[src/rtl/ir_meter_pkg.sv]
package ir_meter_pkg;
  localparam int unsigned IRM_CNT_W_DEF    = 7;
  localparam int unsigned IRM_TICK_DIV_DEF = 50;
  localparam int unsigned IRM_SYNC_DEF     = 2;

  // Measurement state of the cycle counters
  typedef enum logic [1:0] {
    MS_IDLE = 2'd0,  // waiting for first edge after enable
    MS_RUN  = 2'd1,  // counting a cycle that started at a rising edge
    MS_OVER = 2'd2   // cycle exceeded counter range, wait for next edge
  } meas_st_e;
endpackage

[src/rtl/ir_meter_sync.sv]
module ir_meter_sync #(
  parameter int unsigned STAGES = 2
) (
  input  logic clk,
  input  logic rst_n,
  input  logic din,
  output logic lvl,
  output logic rise
);
  logic [STAGES-1:0] sh_q, sh_d;
  logic              prev_q;

  for (genvar i = 0; i < STAGES; i++) begin : g_stage
    if (i == 0) begin : g_first
      assign sh_d[i] = din;
    end else begin : g_next
      assign sh_d[i] = sh_q[i-1];
    end
  end

  always_ff @(posedge clk or negedge rst_n) begin
    if (!rst_n) begin
      sh_q   <= '0;
      prev_q <= 1'b0;
    end else begin
      sh_q   <= sh_d;
      prev_q <= sh_q[STAGES-1];
    end
  end

  assign lvl  = sh_q[STAGES-1];
  assign rise = sh_q[STAGES-1] & ~prev_q;
endmodule

[src/rtl/ir_meter_tbase.sv]
module ir_meter_tbase #(
  parameter int unsigned DIV = 50
) (
  input  logic clk,
  input  logic rst_n,
  output logic tick
);
  if (DIV <= 1) begin : g_every
    assign tick = 1'b1;
  end else begin : g_div
    localparam int unsigned DW = $clog2(DIV);
    localparam logic [DW-1:0] LAST = DW'(DIV - 1);
    logic [DW-1:0] div_q, div_d;

    always_comb begin
      tick  = (div_q == LAST);
      div_d = tick ? '0 : div_q + 1'b1;
    end

    always_ff @(posedge clk or negedge rst_n) begin
      if (!rst_n) div_q <= '0;
      else        div_q <= div_d;
    end
  end
endmodule

[src/rtl/ir_meter_count.sv]
module ir_meter_count
  import ir_meter_pkg::*;
#(
  parameter int unsigned CNT_W = 7
) (
  input  logic             clk,
  input  logic             rst_n,
  input  logic             en,
  input  logic             tick,
  input  logic             lvl,
  input  logic             rise,
  output logic             done,
  output logic [CNT_W-1:0] per_o,
  output logic [CNT_W-1:0] hi_o
);
  localparam logic [CNT_W-1:0] CMAX = '1;
  localparam logic [CNT_W-1:0] ONE  = CNT_W'(1);

  meas_st_e         st_q, st_d;
  logic [CNT_W-1:0] per_q, per_d, hi_q, hi_d;

  always_comb begin
    st_d  = st_q;
    per_d = per_q;
    hi_d  = hi_q;
    done  = 1'b0;
    if (!en) begin
      st_d  = MS_IDLE;
      per_d = '0;
      hi_d  = '0;
    end else if (rise) begin
      // a cycle closes here; only a clean in-range cycle reports
      done  = (st_q == MS_RUN) && (per_q != '0);
      st_d  = MS_RUN;
      per_d = tick ? ONE : '0;
      hi_d  = tick ? ONE : '0;
    end else if (tick && st_q == MS_RUN) begin
      if (per_q == CMAX) st_d  = MS_OVER;
      else               per_d = per_q + ONE;
      if (lvl && hi_q != CMAX) hi_d = hi_q + ONE;
    end
  end

  always_ff @(posedge clk or negedge rst_n) begin
    if (!rst_n) begin
      st_q  <= MS_IDLE;
      per_q <= '0;
      hi_q  <= '0;
    end else begin
      st_q  <= st_d;
      per_q <= per_d;
      hi_q  <= hi_d;
    end
  end

  assign per_o = per_q;
  assign hi_o  = hi_q;
endmodule

[src/rtl/ir_carrier_meter.sv]
module ir_carrier_meter
  import ir_meter_pkg::*;
#(
  parameter int unsigned TICK_DIV    = IRM_TICK_DIV_DEF,
  parameter int unsigned CNT_W       = IRM_CNT_W_DEF,
  parameter int unsigned SYNC_STAGES = IRM_SYNC_DEF
) (
  input  logic             clk,
  input  logic             rst_n,
  input  logic             ir_in,
  input  logic             det_en,
  input  logic             rd_period,
  output logic [CNT_W:0]   period_reg,
  output logic [CNT_W:0]   high_reg
);
  // reset: asserted asynchronously, released on a clock edge
  logic [1:0] rst_sh_q;
  logic       rst_int_n;

  always_ff @(posedge clk or negedge rst_n) begin
    if (!rst_n) rst_sh_q <= 2'b00;
    else        rst_sh_q <= {rst_sh_q[0], 1'b1};
  end
  assign rst_int_n = rst_sh_q[1];

  logic             in_lvl, in_rise, tick, meas_done;
  logic [CNT_W-1:0] per_c, hi_c;

  ir_meter_sync #(.STAGES(SYNC_STAGES)) u_sync (
    .clk(clk), .rst_n(rst_int_n), .din(ir_in), .lvl(in_lvl), .rise(in_rise)
  );

  ir_meter_tbase #(.DIV(TICK_DIV)) u_tbase (
    .clk(clk), .rst_n(rst_int_n), .tick(tick)
  );

  ir_meter_count #(.CNT_W(CNT_W)) u_count (
    .clk(clk), .rst_n(rst_int_n), .en(det_en), .tick(tick),
    .lvl(in_lvl), .rise(in_rise), .done(meas_done),
    .per_o(per_c), .hi_o(hi_c)
  );

  // host-visible result registers
  logic [CNT_W-1:0] per_lat_q, hi_lat_q;
  logic             vld_q, vld_d, vld_en, lat_en;

  always_comb begin
    lat_en = meas_done;
    vld_en = meas_done | rd_period | ~det_en;
    vld_d  = meas_done;
  end

  always_ff @(posedge clk or negedge rst_int_n) begin
    if (!rst_int_n) begin
      per_lat_q <= '0;
      hi_lat_q  <= '0;
    end else if (lat_en) begin
      per_lat_q <= per_c;
      hi_lat_q  <= hi_c;
    end
  end

  always_ff @(posedge clk or negedge rst_int_n) begin
    if (!rst_int_n)  vld_q <= 1'b0;
    else if (vld_en) vld_q <= vld_d;
  end

  assign period_reg = {vld_q, per_lat_q};
  assign high_reg   = {1'b0, hi_lat_q};
endmodule

[config.mk]
export PLATFORM = sky130hd
export DESIGN_NAME = ir_carrier_meter
export DESIGN_NICKNAME = d
export VERILOG_FILES = /design/src/rtl/ir_meter_pkg.sv /design/src/rtl/ir_meter_sync.sv /design/src/rtl/ir_meter_tbase.sv /design/src/rtl/ir_meter_count.sv /design/src/rtl/ir_carrier_meter.sv
export SDC_FILE = /design/constraint.sdc
export NUM_CORES = 1
export LEC_CHECK = 0
export ABC_AREA = 1
export BUFFER_PORTS_ARGS = -buffer_cell sky130_fd_sc_hd__buf_4
export CAP_MARGIN = 40
export CORE_ASPECT_RATIO = 0.75
export CORE_UTILIZATION = 40
export DETAILED_ROUTE_END_ITERATION = 10
export PLACE_DENSITY = 0.65
export SYNTH_ARGS = -nofsm -noshare
export SYNTH_HDL_FRONTEND = slang
export SYNTH_SLANG_ARGS = --single-unit
[constraint.sdc]
create_clock -name clk -period 1.6 [get_ports clk]
set_input_delay 0 -clock clk [delete_from_list [all_inputs] [get_ports clk]]
set_output_delay 0 -clock clk [all_outputs]
set_load 0.1 [all_outputs]
==> results.yml, run 1 <==
timing:
  fin_crit_ns: 1.50
  tightestPinTransition_ns: 0.568
  relSlewSlack_pct: 62.1
  finalClockSkew_ns: 0.00159
  worst_hold_slack_ns: 0.0189
  final-setup-viol-count: 0
  hold_violations: 0
  period_share_pct: 93.8
  rsz0062_at_grt: "yes"
  fmax_mhz: 666
  slew_violations: 0
layout:
  antenna_cells: 0
  drive_gt1_share_pct: 21.7
  fin_area_sq_um: 2430
  area_growth_pct: 19.1
  nets: 281
synth:
  synth_most_common_cell: "nand2_1"
  synth_edf_count: 0
  ys_ff_latch: 42
  syn_inst: 239
  synth_nets: 249
  synth_common_cells: "nand2_1, dfrtp_1, inv_1"
  synth-main-ff-cell: "dfrtp_1"
  syn_area_sq_um: 2040
  ys_warn_count: 0
  postSynth.asyncResetShare_pct: 100
  synthTopCellsByArea: "dfrtp_1, nand2_1, nand3_1"
  synthDominantCellAreaShare_pct: 51.5
  yosysTopAreaCell: "dfrtp_1"
  synth_seq_area_share_pct: 51.5
  ys_types: 28
  avgSynthCellArea_sq_um: 8.54
grt:
  grtUsageTotal_pct: 16.8
  grt_max_degree: 41
  grt-ovfl-total: 0
  grt_use_met2_pct: 24.1
  grt_use_met1_pct: 23.8
  grt_busiest_layer: "met2"
  grt_pass1_wl_um: 7000
  antenna_found_initial: 0
  grt_pass1_vias: 1500
  use_met3_pct: 4.91
pwr:
  p_sw_mw: 0.517
  p_comb_share_pct: 10.5
  clockPowerShare_pct: 34.7
  ir_drop_mv: 0.360
  p_per_area_nw_per_um2: 824
  p_int_mw: 1.49
  pwr-share-seq_pct: 54.8
  p_leak_nw: 1.17
  switching_share_pct: 25.8
worst_setup_path:
  crit_arrival_ns: 1.73
  end_kind: "flip-flop"
  worstPathCellList: "inv_1 > ha_2 > nand3_4 > nor2_4 > buf_4 > nand3_1 > nand2_1 > inv_1 > nor2_1"
  slowest_stage: "dfrtp_1"
  critPathMostFrequentCell: "inv_1"
  start_kind: "flip-flop"
  critPathLaunch: "u_tbase.g_div.div_q[1]"
  max_stage_delay_ns: 0.41
  cp_max_fo: 7
  r2r_start: "u_tbase.g_div.div_q[1]"
  required_ns: 1.83
  critPathKind: "flip-flop to flip-flop"
clock_network:
  cts.reportedPaths.clkPinSlew_ns: 0.07
  clock_path_buffers: 2
  clock_latency_ns: 0.29
  htree_levels: 2
  cts-root-buf: "clkbuf_8"
  cts_tree: "yes"
  numClockSinks: 42
  cts_buffers: 5
floorplan:
  dieArea_sq_um: 5390
  start_util_pct: 41.6
  die_h_um: 63.9
  rows: 22
  io_pins: 21
  die_w_um: 84.5
  core-area_sq_um: 4900
detailed_routing:
  vias_per_cell: 4.91
  drt_wl_total_um: 4030
  drc_errors: 6
  postRouteAntennaNets: 0
  drtIter0Drc: 142
  wl_per_cell_um: 12.1
  vias: 1629
  firstDrtPassIters: 7
placed_design:
  io_buffers: 19
  placed_area_sq_um: 2260
  gp_congestion: 0.821
  dp_hpwl_um: 2890
run_status:
  status: "finished, violations left"
  failed_checks: "DRC"
hold_path:
  worstHoldPathType: "input port to asynchronous set/reset pin"
run:
  maxCapViolations: 0
==> cell usage in the layout (no fill, tap or decap), types with 2 or more instances in the layout <==
cell type / count
a21oi_1: 6
buf_4: 27
clkbuf_8: 6
conb_1: 2
dfrtp_1: 41
dlygate4sd3_1: 4
ha_1: 4
inv_1: 29
nand2_1: 54
nand2_2: 4
nand3_1: 23
nand3_4: 2
nand4_1: 5
nor2_1: 20
nor2_2: 3
nor2_4: 2
nor3_1: 2
nor4_1: 2
o21ai_0: 13
o21ai_1: 6
o21ai_2: 6
or2_2: 3
==> sequential cells by signal, summed over array words and instances, names as in the netlist <==
| name | flops |
|---|---|
| u_count.hi_o | 7 |
| vld_q | 1 |
| u_count.st_q | 2 |
| per_lat_q | 7 |
| u_tbase.g_div.div_q | 6 |
| u_count.per_o | 7 |
| rst_sh_q | 2 |
| u_sync.prev_q | 1 |
| hi_lat_q | 7 |
| u_sync.sh_q | 2 |
==> per-stage QoR <==
step	TNS [ns]	utilization, %	cells	setup slack [ns]	power, mW
floorplan	0	-	239	0.243	1.26
global placement	0	46.2	318	0.0279	1.32
detailed placement	-0.356	46.2	318	-0.0929	1.32
CTS	0	48.9	330	0.0450	2.03
global route	-0.00930	49.6	332	-0.00930	2.11
finish	0	49.6	332	0.0995	2.00
==> path summary, 6_finish.rpt <==
kind / cells past startpoint / slack (ns) / end
setup reg to reg: 9 / 0.1 / u_count.per_o[5]
min in group clk: 0 / 0.35 / rst_sh_q[1]
hold reg to reg: 1 / 0.30 / u_count.hi_o[0]
setup / recovery: 9 / 0.1 / u_count.per_o[5]
hold / removal: 2 / 0.02 / rst_sh_q[0]
max in group asynchronous: 1 / 0.93 / u_count.per_o[0]
==> power by group through the flow <==
| stage | clock network, mW | logic, mW | registers, mW |
|---|---|---|---|
| 2_1_floorplan | 0 | 0.0748 | 1.19 |
| 3_3_place_gp | 0 | 0.201 | 1.12 |
| 3_5_place_dp | 0 | 0.204 | 1.12 |
| 4_1_cts | 0.726 | 0.213 | 1.10 |
| 5_1_grt | 0.781 | 0.230 | 1.10 |
| 6_report | 0.695 | 0.211 | 1.10 |
==> what timing repair did <==
item                       CTS  global route
hold endpoints to repair     5             0
resized for setup            1             5
setup endpoints to repair   12             8
setup buffers                0             2
pin swaps                    0             1
hold buffers                 4             0
==> metal layers <==
layer	routed length, um	part of all wire, %	vias up
met5	0	0	-
met4	56	1.4	0
met3	295	7.3	7
met2	1690	42	54
met1	1990	49	747
li1	-	-	821
==> kinds of logic (layout without fill, tap and decap cells) <==
family,count (synthesis),in the layout,share of synthesized area (%)
simple gates,121,121,27.5
flops,42,42,51.5
buf+inv,37,70,8.46
compound gates,31,31,8.71
fa+ha+maj,5,5,3.07
other cells,2,2,0.368
xor+xnor,1,1,0.429
==> cell type report <==
cell class	count	area, sq um
Tap cell	60	75.1
Sequential cell	42	1050
Timing Repair Buffer	32	263
Fill cell	474	2470
Clock inverter	1	5.00
Multi-Input combinational cell	160	837
Clock buffer	7	86.3
Inverter	30	113
==> worst max-delay path, delay by kind of cell (launching register included) <==
| kind | cells | cell delay (ns) |
|---|---|---|
| buffers and inverters | 3 | 0.25 |
| DFF | 1 | 0.41 |
| and+or+nand+nor | 5 | 0.58 |
| adders and majority gates | 1 | 0.19 |
(Power assumes the default switching activity.)
==> run 2: changes to the inputs <==
==> constraint.sdc (replaced) <==
create_clock -name clk -period 1.6 [get_ports clk]
set_input_delay 0.32 -clock clk [delete_from_list [all_inputs] [get_ports clk]]
set_output_delay 0.32 -clock clk [all_outputs]
set_load 0.1 [all_outputs]
==> results.yml, run 2 (synthesis results as in run 1) <==
timing:
  fmax_mhz: 660
  fin_crit_ns: 1.52
  tightestPinTransition_ns: 0.616
  final-setup-viol-count: 0
  hold_violations: 0
  slew_violations: 0
  relSlewSlack_pct: 58.9
  finalSetupTns_ns: 0
  finalClockSkew_ns: 0.00695
  period_share_pct: 94.7
clock_network:
  cts.reportedPaths.clkPinSlew_ns: 0.08
  cts-root-buf: "clkbuf_8"
  clock_latency_ns: 0.30
  cts_buffers: 5
  numClockSinks: 42
  htree_levels: 2
  clock_path_buffers: 2
  cts_tree: "yes"
grt:
  grt_pass1_wl_um: 6890
  grt_pass1_vias: 1540
  grt_max_degree: 41
  grtUsageTotal_pct: 16.4
  grt-ovfl-total: 0
  antenna_found_initial: 0
floorplan:
  io_pins: 21
  dieArea_sq_um: 5390
  core-area_sq_um: 4900
  die_h_um: 63.9
  start_util_pct: 41.6
  rows: 22
  die_w_um: 84.5
layout:
  fin_area_sq_um: 2420
  utilization_pct: 49.4
  layout_commonest_cell: "nand2_1"
  drive_gt1_share_pct: 22.2
  antenna_cells: 0
  mostFrequentLayoutCells: "nand2_1, dfrtp_1, inv_1, buf_4, nand3_1"
  nets: 279
  stdcell_count: 330
  area_growth_pct: 18.6
worst_setup_path:
  required_ns: 1.83
  end_kind: "flip-flop"
  start_kind: "flip-flop"
  crit_arrival_ns: 1.74
  critPathKind: "flip-flop to flip-flop"
  cp_max_fo: 7
detailed_routing:
  drc_errors: 6
  postRouteAntennaNets: 0
  vias: 1644
  drtIter0Drc: 120
  wl_per_cell_um: 12.0
  drt_wl_total_um: 3960
  vias_per_cell: 4.98
  firstDrtPassIters: 7
pwr:
  ir_drop_mv: 0.460
  p_comb_share_pct: 10.3
  p_sw_mw: 0.530
  p_int_mw: 1.48
  power_mw: 2.01
  switching_share_pct: 26.4
  clockPowerShare_pct: 35.3
  p_per_area_nw_per_um2: 832
  pwr-share-seq_pct: 54.5
  p_leak_nw: 1.17
placed_design:
  placed_area_sq_um: 2270
  place_inst: 319
  io_buffers: 19
  gp_congestion: 0.811
  dp_hpwl_um: 2830
run_status:
  status: "finished, violations left"
  failed_checks: "DRC"
hold_path:
  worstHoldPathType: "input port to flip-flop"
run:
  maxCapViolations: 0
## run 2: cell type report
cell class	instances	area (sq um)
clock buffer	7	86.3
clock inverter	1	5.00
fill	492	2480
inverter	30	113
multi-input combinational	160	850
sequential	42	1050
tap	60	75.1
timing repair buffer	30	240
## run 2: metrics by stage
stage	hold WS, ns	setup slack, ns
floorplan	0.0244	0.243
global placement	0.104	0.0638
detailed placement	0.104	-0.0347
CTS	0.125	0.0182
global route	0.121	-0.0205
finish	0.130	0.0850
## run 2: power by group through the flow
| stage | clock [mW] | combinational, mW | sequential, mW |
|---|---|---|---|
| 4_1_cts | 0.727 | 0.208 | 1.10 |
| 3_5_place_dp | 0 | 0.205 | 1.12 |
| 6_report | 0.710 | 0.207 | 1.10 |
| 2_1_floorplan | 0 | 0.0748 | 1.19 |
| 3_3_place_gp | 0 | 0.203 | 1.12 |
| 5_1_grt | 0.776 | 0.227 | 1.10 |
## run 2: metal layers
metal	GRT usage, %	vias up	part of all wire (%)
met5	0	-	0
met4	5.72	0	1.2
met3	4.26	7	5.4
met2	24.4	41	42
met1	23.2	778	51
li1	-	818	-
## run 2: path summary, 6_finish.rpt
kind	end	slack [ns]	cells after the start	startpoint
max	u_count.per_o[5]	0.08	8	u_tbase.g_div.div_q[2]
min in group asynchronous	u_tbase.g_div.div_q[3]	0.30	1	rst_sh_q[1]
max reg2reg	u_count.per_o[5]	0.08	8	u_tbase.g_div.div_q[2]
max in group asynchronous	hi_lat_q[5]	0.96	1	rst_sh_q[1]
min	u_sync.sh_q[0]	0.13	1	ir_in
min reg2reg	u_tbase.g_div.div_q[3]	0.30	1	rst_sh_q[1]
## run 2: worst max-delay path: stages (launching register included)
cell and delay, ns:
dfrtp_1 0.43, nor2_1 0.23, nand3_4 0.16, nor2_4 0.23, buf_4 0.15, nand3_1 0.05
nand2_1 0.07, inv_1 0.04, nor2_1 0.09
## run 2: what timing repair did
item / in CTS / in global routing
pin swaps: 0 / 1
hold buffers: 1 / 0
setup endpoints to repair: 4 / 9
endpoints found under the hold margin: 2 / 0
setup buffers: 0 / 2
resized for setup: 1 / 7
==> run 3: changes to the inputs <==
Settings changed: SYNTH_HIERARCHICAL set to 1.
==> results.yml, run 3 <==
run_status:
  status: "finished, violations left"
  failed_checks: "DRC"
synth:
  syn_inst: 252
  synth_nets: 262
  synth_edf_count: 0
  synth_seq_area_share_pct: 51.1
  synthDominantCellAreaShare_pct: 51.1
  synth.area.mux_share_pct: 0
  synth_most_common_cell: "nand2_1"
  postSynth.asyncResetShare_pct: 100
  avgSynthCellArea_sq_um: 8.16
  ys_warn_count: 6
  synth_top_family_by_area: "simple AND/OR/NAND/NOR gates"
  synth_common_cells: "nand2_1, dfrtp_1, inv_1"
  ys_types: 25
  yosysTopAreaCell: "dfrtp_1"
  syn_area_sq_um: 2060
  synthSimpleGateAreaFrac_pct: 31.8
  ys_ff_latch: 42
  synth-main-ff-cell: "dfrtp_1"
  synthXorXnorAreaFrac_pct: 0.852
  synth-compound-area-share_pct: 4.74
  synthAdderAreaFrac_pct: 3.04
  synthTopCellsByArea: "dfrtp_1, nand2_1, nand3_1"
grt:
  grt_pass1_wl_um: 6820
  grtUsageTotal_pct: 16.2
  grt_pass1_vias: 1541
  grt_max_degree: 41
  grt-ovfl-total: 0
  antenna_found_initial: 0
pwr:
  p_leak_nw: 1.31
  pwr-share-seq_pct: 56.9
  p_comb_share_pct: 9.6
  p_sw_mw: 0.498
  clockPowerShare_pct: 33.5
  ir_drop_mv: 0.597
  p_int_mw: 1.42
  p_per_area_nw_per_um2: 793
  switching_share_pct: 25.9
detailed_routing:
  drc_errors: 2
  drtIter0Drc: 89
  firstDrtPassIters: 7
  postRouteAntennaNets: 0
  vias_per_cell: 4.67
  wl_per_cell_um: 11.0
  vias: 1616
  drt_wl_total_um: 3800
timing:
  fin_crit_ns: 1.44
  slew_violations: 0
  finalSetupTns_ns: 0
  fmax_mhz: 694
  rsz0062_at_grt: "no"
  final-setup-viol-count: 0
  hold_violations: 0
  finalClockSkew_ns: 0.00862
  period_share_pct: 90.1
layout:
  area_growth_pct: 17.6
  drive_gt1_share_pct: 20.3
  stdcell_count: 346
  seqCellArea_sq_um: 1050
  nets: 296
  antenna_cells: 0
  fillers: 490
  layout_commonest_cell: "nand2_1"
  multi_input_area_sq_um: 843
  mostFrequentLayoutCells: "nand2_1, dfrtp_1, buf_4, inv_1, nand3_1"
worst_setup_path:
  r2r_cells: 10
  cp_max_fo: 5
  start_kind: "flip-flop"
  crit_arrival_ns: 1.67
  r2r_slack_ns: 0.16
  end_kind: "flip-flop"
  critPathKind: "flip-flop to flip-flop"
  required_ns: 1.83
  r2r_start: "u_tbase/g_div.div_q[1]"
  rr_endpoint: "u_count/per_o[2]"
clock_network:
  cts-root-buf: "clkbuf_8"
  htree_levels: 2
  numClockSinks: 42
  clock_path_buffers: 2
  clock_latency_ns: 0.30
  cts_tree: "yes"
  cts_buffers: 5
  cts.reportedPaths.clkPinSlew_ns: 0.08
run:
  maxCapViolations: 0
floorplan:
  start_util_pct: 41.7
  core-area_sq_um: 4930
  rows: 22
  die_w_um: 84.8
  die_h_um: 64.1
  dieArea_sq_um: 5440
  io_pins: 21
placed_design:
  io_buffers: 19
  place_inst: 335
  dp_hpwl_um: 2850
  gp_congestion: 0.844
hold_path:
  min_to: "u_sync/sh_q[0]"
  hold_depth: 1
  hp-start: "ir_in"
  worstHoldPathType: "input port to flip-flop"
-- run 3: cell types whose count changed in the layout (fill, tap and decap cells not counted), moves of 4 or more --
cell and change:
nand2_1 +32, o21ai_2 -4, o21ai_0 -9, inv_2 +4
-- run 3: logic make-up (layout without fill, tap and decap cells) --
kind of cell / Yosys count / count (layout)
flip-flops: 42 / 42
XOR/XNOR: 2 / 2
AND/OR/NAND/NOR: 144 / 144
other: 2 / 2
buffers and inverters: 39 / 73
adder cells (fa/ha/maj): 5 / 5
AO/OA/AOI/OAI: 18 / 18
-- run 3: worst max-delay path by stage --
stage / from / end / slack (ns) / cells after the start
2_1_floorplan: u_tbase/g_div.div_q[1] / u_count/hi_o[5] / 0.10 / 9
3_3_place_gp: u_tbase/g_div.div_q[1] / u_count/hi_o[5] / 0.06 / 9
3_5_place_dp: u_tbase/g_div.div_q[1] / u_count/hi_o[5] / 0.009 / 9
4_1_cts: u_tbase/g_div.div_q[1] / u_count/per_o[2] / 0.06 / 10
5_1_grt: u_count/per_o[0] / u_count/per_o[3] / 0.02 / 9
6_report: u_tbase/g_div.div_q[1] / u_count/per_o[2] / 0.16 / 10
-- run 3: through the flow --
stage | utilization [%] | instance area (sq um) | hold slack, ns | setup WS, ns | power (mW)
4_1_cts | 48.6 | 2390 | 0.124 | 0.0553 | 1.95
6_report | 49.1 | 2420 | 0.131 | 0.159 | 1.92
5_1_grt | 49.1 | 2420 | 0.123 | 0.0219 | 2.01
3_5_place_dp | 46.7 | 2300 | 0.105 | 0.00942 | 1.30
2_1_floorplan | - | 2060 | 0.0244 | 0.101 | 1.24
3_3_place_gp | 46.7 | 2300 | 0.104 | 0.0608 | 1.30
-- run 3: repair_timing --
action                                  in CTS  in global routing
gates resized for setup                      1                  2
hold buffers                                 1                  0
buffers inserted                             0                  3
endpoints found under the setup margin       1                 25
hold endpoints to repair                     2                  0
pin swaps                                    0                  2
-- run 3: layout make-up --
class,count,share of cell area [%]
clock buffer,5,2.84
clock inverter,2,0.414
inverter,35,5.64
multi-input combinational,171,34.9
sequential,42,43.4
tap,60,3.10
timing repair buffer,31,9.72
-- run 3: critical path: stages (launching register included) --
cell and delay, ns:
dfrtp_1 0.39, inv_1 0.06, ha_1 0.13, nand4_1 0.11, inv_2 0.11, nand3_1 0.11
inv_2 0.11, nand2_2 0.10, nand2_2 0.13, nand2_1 0.08, o21ai_2 0.05
-- run 3: metal layers --
layer	part of all wire, %	global-route usage (%)	vias up
met5	0	0	-
met4	1.6	6.36	0
met3	4.9	4.26	8
met2	42	24.5	30
met1	52	22.1	733
li1	-	-	845
-- run 3: power groups by stage --
stage               clock network (mW)  logic [mW]  registers, mW
detailed placement                   0       0.187           1.11
finish                           0.643       0.185           1.09
global placement                     0       0.187           1.11
CTS                              0.670       0.189           1.09
global route                     0.711       0.204           1.09
floorplan                            0      0.0689           1.18
